<file path="src/rtl/hscan_pkg.sv">
package hscan_pkg;

    // Settings captured at each line strobe
    typedef struct packed {
        logic odd;   // line parity; 1 selects the delayed (offset) line
        logic wide;  // 1 = 16:9 burst length, 0 = 4:3
        logic fwd;   // scan direction handed to the panel
    } line_mode_t;

    // Horizontal drive bundle
    typedef struct packed {
        logic hst;
        logic hck1;
        logic hck2;
        logic blank;
        logic side_black;
        logic vid_pol;
        logic dir;
    } hdrv_t;

    localparam hdrv_t HDRV_IDLE = '{hst: 1'b0, hck1: 1'b0, hck2: 1'b1, blank: 1'b1,
                                    side_black: 1'b0, vid_pol: 1'b0, dir: 1'b1};

endpackage

</file>
<file path="src/rtl/hscan_line_seq.sv">
module hscan_line_seq
    import hscan_pkg::*;
#(
    parameter int CNT_W   = 11,
    parameter int CNT_MAX = 1443
) (
    input  logic             clk,
    input  logic             rst_n,
    input  logic             line_strobe,
    input  logic             wide_sel,
    input  logic             scan_fwd,
    output logic [CNT_W-1:0] cnt_nxt,
    output line_mode_t       mode_nxt
);

    typedef struct packed {
        logic [CNT_W-1:0] cnt;
        line_mode_t       mode;
    } seq_t;

    localparam logic [CNT_W-1:0] CNT_TOP = CNT_W'(CNT_MAX);

    seq_t seq_d, seq_q;

    always_comb begin
        seq_d = seq_q;
        if (line_strobe) begin
            seq_d.cnt       = '0;
            seq_d.mode.odd  = ~seq_q.mode.odd;
            seq_d.mode.wide = wide_sel;
            seq_d.mode.fwd  = scan_fwd;
        end else if (seq_q.cnt != CNT_TOP) begin
            seq_d.cnt = seq_q.cnt + 1'b1;
        end
    end

    always_ff @(posedge clk or negedge rst_n) begin
        if (!rst_n) begin
            seq_q.cnt       <= CNT_TOP;
            seq_q.mode.odd  <= 1'b0;
            seq_q.mode.wide <= 1'b1;
            seq_q.mode.fwd  <= 1'b1;
        end else begin
            seq_q <= seq_d;
        end
    end

    assign cnt_nxt  = seq_d.cnt;
    assign mode_nxt = seq_d.mode;

endmodule

</file>
<file path="src/rtl/hscan_decode.sv">
module hscan_decode
    import hscan_pkg::*;
#(
    parameter int CNT_W    = 11,
    parameter int DIV      = 4,
    parameter int LEAD     = 8,
    parameter int N_WIDE   = 357,
    parameter int N_NARROW = 269
) (
    input  logic [CNT_W-1:0] cnt,
    input  line_mode_t       mode,
    output hdrv_t            drv
);

    localparam int HALF  = DIV / 2;
    localparam int OFF   = DIV + DIV / 2;   // 1.5 shift-clock bits
    localparam int SETUP = DIV / 2;
    localparam int HOLD  = DIV / 2;
    localparam int PH_W  = $clog2(DIV);

    logic [CNT_W-1:0] start_c, stop_c, win_lo_c, hst_hi_c;
    logic [PH_W-1:0]  ph_c;
    logic             act_c, win_c;

    always_comb begin
        start_c  = CNT_W'(LEAD) + (mode.odd ? CNT_W'(OFF) : '0);
        stop_c   = start_c + (mode.wide ? CNT_W'(DIV * N_WIDE) : CNT_W'(DIV * N_NARROW));
        win_lo_c = start_c - CNT_W'(SETUP);
        hst_hi_c = start_c + CNT_W'(HOLD);
        ph_c     = PH_W'(cnt - start_c);
        act_c    = (cnt >= start_c) && (cnt < stop_c);
        win_c    = (cnt >= win_lo_c) && (cnt < stop_c);

        drv.hck1       = act_c && (ph_c < PH_W'(HALF));
        drv.hck2       = ~drv.hck1;
        drv.hst        = (cnt >= win_lo_c) && (cnt < hst_hi_c);
        drv.blank      = ~win_c;
        drv.side_black = ~mode.wide & ~win_c;
        drv.vid_pol    = mode.odd;
        drv.dir        = mode.fwd;
    end

endmodule

</file>
<file path="src/rtl/hscan_timing.sv">
module hscan_timing
    import hscan_pkg::*;
#(
    parameter int DIV      = 4,
    parameter int LEAD     = 8,
    parameter int N_WIDE   = 357,
    parameter int N_NARROW = 269
) (
    input  logic clk,
    input  logic rst_n,
    input  logic line_strobe,
    input  logic wide_sel,
    input  logic scan_fwd,
    output logic hst,
    output logic hck1,
    output logic hck2,
    output logic blank,
    output logic side_black,
    output logic vid_pol,
    output logic scan_dir
);

    localparam int N_MAX   = (N_WIDE > N_NARROW) ? N_WIDE : N_NARROW;
    localparam int CNT_MAX = LEAD + DIV + DIV / 2 + DIV * N_MAX + 1;
    localparam int CNT_W   = $clog2(CNT_MAX + 1);

    logic [CNT_W-1:0] cnt_nxt;
    line_mode_t       mode_nxt;
    hdrv_t            drv_c, drv_d, drv_q;

    hscan_line_seq #(
        .CNT_W   (CNT_W),
        .CNT_MAX (CNT_MAX)
    ) u_seq (
        .clk         (clk),
        .rst_n       (rst_n),
        .line_strobe (line_strobe),
        .wide_sel    (wide_sel),
        .scan_fwd    (scan_fwd),
        .cnt_nxt     (cnt_nxt),
        .mode_nxt    (mode_nxt)
    );

    hscan_decode #(
        .CNT_W    (CNT_W),
        .DIV      (DIV),
        .LEAD     (LEAD),
        .N_WIDE   (N_WIDE),
        .N_NARROW (N_NARROW)
    ) u_dec (
        .cnt  (cnt_nxt),
        .mode (mode_nxt),
        .drv  (drv_c)
    );

    always_comb begin
        drv_d = drv_c;
    end

    always_ff @(posedge clk or negedge rst_n) begin
        if (!rst_n) begin
            drv_q <= HDRV_IDLE;
        end else begin
            drv_q <= drv_d;
        end
    end

    assign hst        = drv_q.hst;
    assign hck1       = drv_q.hck1;
    assign hck2       = drv_q.hck2;
    assign blank      = drv_q.blank;
    assign side_black = drv_q.side_black;
    assign vid_pol    = drv_q.vid_pol;
    assign scan_dir   = drv_q.dir;

endmodule

</file>
<file path="config.mk">
export PLATFORM = sky130hd
export DESIGN_NAME = hscan_timing
export DESIGN_NICKNAME = d
export VERILOG_FILES = /design/src/rtl/hscan_pkg.sv /design/src/rtl/hscan_line_seq.sv /design/src/rtl/hscan_decode.sv /design/src/rtl/hscan_timing.sv
export SDC_FILE = /design/constraint.sdc
export NUM_CORES = 1
export LEC_CHECK = 0
export ABC_AREA = 1
export BUFFER_PORTS_ARGS = -buffer_cell sky130_fd_sc_hd__buf_2
export CORE_ASPECT_RATIO = 0.6
export CORE_UTILIZATION = 45
export DETAILED_ROUTE_END_ITERATION = 12
export PLACE_DENSITY_LB_ADDON = 0.25
export SKIP_CTS_REPAIR_TIMING = 1
export SYNTH_ARGS = -nofsm -noshare
export SYNTH_HDL_FRONTEND = slang
export SYNTH_SLANG_ARGS = --single-unit
</file>
<file path="constraint.sdc">
create_clock -name clk -period 3.26 [get_ports clk]
set_input_delay 0.163 -clock clk [delete_from_list [all_inputs] [get_ports clk]]
set_output_delay 0.163 -clock clk [all_outputs]
set_load 0.03 [all_outputs]
</file>
After elaboration in Yosys (flattened, before gate mapping)
Cells that the tools add are included.
{"block": "totals", "regBits": 19, "elab_cells": 35}
{"block": "op_classes", "n_reduce_logical": 4, "n_eq_ne": 1, "addsub": 6, "order_cmp": 5, "bitwise": 5, "mux": 5}
{"operator": "$ge A11 B11 Y1", "n": 2}
{"operator": "$lt A11 B11 Y1", "n": 2}
{"operator": "$mux W11", "n": 2}
{"operator": "$add A11 B1 Y11 const B", "n": 1}
{"operator": "$add A11 B11 Y11", "n": 1}
{"operator": "$add A11 B2 Y11 const B", "n": 1}
{"operator": "$ne A11 B11 Y1 const B", "n": 1}
{"operator": "$sub A11 B2 Y11 const B", "n": 1}
{"operator": "$mux W9", "n": 1}
{"operator": "$mux W3", "n": 2}
{"operator": "$add A4 B3 Y5 const A", "n": 1}
{"operator": "$logic_and A1 B1 Y1", "n": 4}
{"operator": "$not A1 Y1", "n": 4}
{"operator": "$lt A2 B2 Y1 const B", "n": 1}
{"operator": "$sub A2 B2 Y2", "n": 1}
{"operator": "$and A1 B1 Y1", "n": 1}

Longest topological paths before layout
{"block": "logic_depth", "depth_word": 9, "depth_mapped": 20}

By module
From an unflattened synthesis, not the netlist that was laid out.
{"block": "unflattened", "hier_cells": 183, "area_unflattened_um2": 1422.6}
{"mod": "hscan_line_seq", "area_per_inst_um2": 794.5, "seq_area_each_um2": 360.3, "n_inst": 1, "cells_per_inst": 101}
{"mod": "hscan_decode", "area_per_inst_um2": 449.2, "seq_area_each_um2": 0.0, "n_inst": 1, "cells_per_inst": 75}
{"mod": "hscan_timing", "area_per_inst_um2": 178.9, "seq_area_each_um2": 178.9, "n_inst": 1, "cells_per_inst": 7}

Worst setup path after synthesis
No wires, ideal clock.
{"block": "synth_timing", "path_type": "register to register", "start": "reg u_seq.seq_q[3] in the netlist's numbering", "end": "reg drv_q (netlist bit hck2)", "setup_ns": 0.075, "setup_slack_ns": 0.827, "path_buffers": 0, "arrival_time_ns": 2.358, "path_stages_with_launch": 19, "path_cell_list": "dfstp_2 > ha_1 > nor3b_1 > nand3_1 > nand3_1 > inv_1 > ha_1 > inv_1 > o21bai_1 > a21boi_0 > nand2_1 > nand2_1 > nand2_1 > nand2_1 > nand2_1 > nand2_1 > nand2_1 > inv_1 > nand2_1"}
{"item": "start, declared", "line": "hscan_line_seq.sv:23", "source": "seq_t seq_d, seq_q;"}
{"item": "start signal, assigned", "line": "hscan_line_seq.sv:44", "source": "seq_q <= seq_d;"}
{"item": "end signal, assigned", "line": "hscan_timing.sv:64", "source": "drv_q <= drv_d;"}
{"item": "end, declared", "line": "hscan_timing.sv:29", "source": "hdrv_t drv_c, drv_d, drv_q;"}

==> out/qor.yml <==
grtUsageTotal_pct: 21.7
r2r_setup_slack_ns: 0.54
routabilityCongestion: 0.875
ios: 12
p_leak_nw: 0.875
setup_viol: 0
die_h_um: 45.9
drt_wl_total_um: 3340
cts_made_buffers: 3
tightest_slew_ns: 0.609
syn_inst: 197
drc_errors: 0
criticalPathCategory: "reg -> reg"
htreeDepth: 1
yosysTopAreaCell: "dfstp_2"
firstDrtPassIters: 4
critPathCaptureType: "register"
antenna_found_initial: 0
hold_violations: 0
clockPowerShare_pct: 23.9
endpoint: "hck1"
switching_share_pct: 37.8
worstPathMaxFanout: 4
min_period_ns: 2.72
fin_skew_ns: 0.00297
reg2reg_to: "hck1"
grt_max_degree: 20
p_seq_share_pct: 37.8
ys_warn_count: 0
crit_path_start_kind: "register"
cts.sinks: 19
finalMaxSlewViolations: 0
drive_above_1_share_pct: 22.9
cellPowerDensity_nw_per_um2: 435
synth_top_cell_area_share_pct: 18.2
clk_latency_ns: 0.26
startpoint: "u_seq.seq_q[3]"
rows: 15
syn_nets: 216
syn_area_per_cell_um2: 7.33
period_share_pct: 83.4
hold_path.class: "in -> reg"
vias: 1256
dp_hpwl_um: 2650
p_sw_mw: 0.266
arrival_ns: 2.92
avgViaCountPerCell: 4.91
required_ns: 3.45
fin_nets: 234
ant_nets: 0
yosysSeqAreaShare_pct: 33.8
n_antenna_cell: 0
ir_worst_vdd_v: 0.000329
final_common_cell: "nand2_1"
cts_buffer_depth: 2
cts_tree: "done"
layout_common_cells: "nand2_1 (49), inv_1 (35), nor2_1 (22), ha_1 (14), nand3_1 (13)"
p_int_mw: 0.437
die_w_um: 75.1
pwr-share-comb_pct: 38.3
slew_headroom_pct: 59.0
r2r-start: "u_seq.seq_q[3]"
start_util_pct: 48.7
clk_transition_reported_paths_ns: 0.07
portBuffers: 11
maxCapViolations: 0
finalPower_mw: 0.703
syn-cell-area_um2: 1440
drt_first_iter_violations: 132
outcome: "finished clean"
area_growth_pct: 11.9
grt_pass1_wl_um: 5230
setup_tns_ns: 0
grt_setup_unrepaired: "no"
grt-ovfl-total: 0
wl_per_cell_um: 13.1
fmax_mhz: 368
die_area_um2: 3450
fillers: 303
core-area_um2: 2970
synthDistinctLibCells: 26
cts-root-buf: "clkbuf_8"
reg2reg_depth: 17
ys_ff_latch: 19
grt_pass1_vias: 1011
ys_top_cells_by_area: "dfstp_2 (18%), dfrtp_1 (16%), nand2_1 (13%)"
how the worst min path moves through the flow:
stage / startpoint / endpoint / slack, ns / depth (start not counted)
2_1_floorplan: rst_n / hck1 / -0.13 / 0
3_3_place_gp: rst_n / hck1 / 0.13 / 1
3_5_place_dp: rst_n / hck1 / 0.13 / 1
4_1_cts: rst_n / side_black / -0.16 / 1
5_1_grt: scan_fwd / u_seq.seq_q[0] / 0.10 / 3
6_report: scan_fwd / u_seq.seq_q[0] / 0.10 / 3
power by group through the flow:
stage	clock network [mW]	registers [mW]	logic [mW]
after floorplan	0	0.293	0.161
after global placement	0	0.269	0.261
after detailed placement	0	0.270	0.264
after CTS	0.173	0.266	0.267
after global routing	0.183	0.268	0.302
final	0.168	0.266	0.269
worst max-delay path: stages, from the launching register on:
cell	delay [ns]
dfstp_2	0.57
ha_1	0.25
nor3b_1	0.26
nand3_1	0.13
nand3_1	0.16
inv_1	0.10
ha_1	0.33
inv_1	0.06
o21bai_1	0.07
a21boi_0	0.17
nand2_1	0.07
nand2_1	0.06
nand2_1	0.04
nand2_1	0.05
nand2_1	0.04
nand2_1	0.12
nand2_1	0.08
nor2_1	0.10
routing by layer:
metal	routed length, um	global-route usage [%]	vias to the layer above
met3	290	7.74	2
met4	13	2.22	0
met2	1270	28.1	37
met1	1770	34.4	569
met5	0	0	-
li1	-	-	648
synthesized netlist by cell type (all sizes together):
cell type,count
a21boi,1
a21oi,4
a31oi,1
buf,1
dfrtp,9
dfstp,10
ha,14
inv,37
nand2,53
nand3,18
nand4,4
nor2,29
nor3,3
nor3b,1
o21a,1
o21ai,4
o21bai,3
or2,2
xnor2,1
xor2,1
cell families (layout without fill, tap and decap cells):
logic type | Yosys count | after routing | share of synthesized area (%)
AOI/OAI and AO/OA | 14 | 14 | 6.33
adders and majority gates | 14 | 14 | 12.1
xor gates and xnor gates | 2 | 2 | 1.21
DFF | 19 | 19 | 33.8
and+or+nand+nor | 110 | 110 | 36.4
buffers and inverters | 38 | 55 | 10.1
layout make-up:
class	count	area, um2	area share [%]
Multi-Input combinational cell	140	810	50.1
Timing Repair Buffer	14	80.1	4.96
Sequential cell	19	488	30.2
Tap cell	42	52.6	3.25
Clock inverter	1	5.00	0.310
Clock buffer	3	41.3	2.56
Inverter	37	139	8.60
flip-flops by register name, summed over array words and instances, names as in the netlist:
signal and cells:
u_seq.seq_q 14, hck1 1, side_black 1, hst 1, blank 1, hck2 1
through the flow:
stage | utilization, % | instances | worst slack (ns) | cell area, um2 | hold slack [ns]
after floorplan | - | 197 | 0.827 | 1440 | -0.133
after global routing | 54.5 | 256 | 0.258 | 1620 | 0.102
after global placement | 52.6 | 251 | 0.664 | 1560 | 0.129
after detailed placement | 52.6 | 251 | 0.564 | 1560 | 0.128
after CTS | 54.1 | 255 | 0.545 | 1610 | -0.160
final | 54.5 | 256 | 0.540 | 1620 | 0.101
Note: power is estimated with default switching activity, not from simulation.
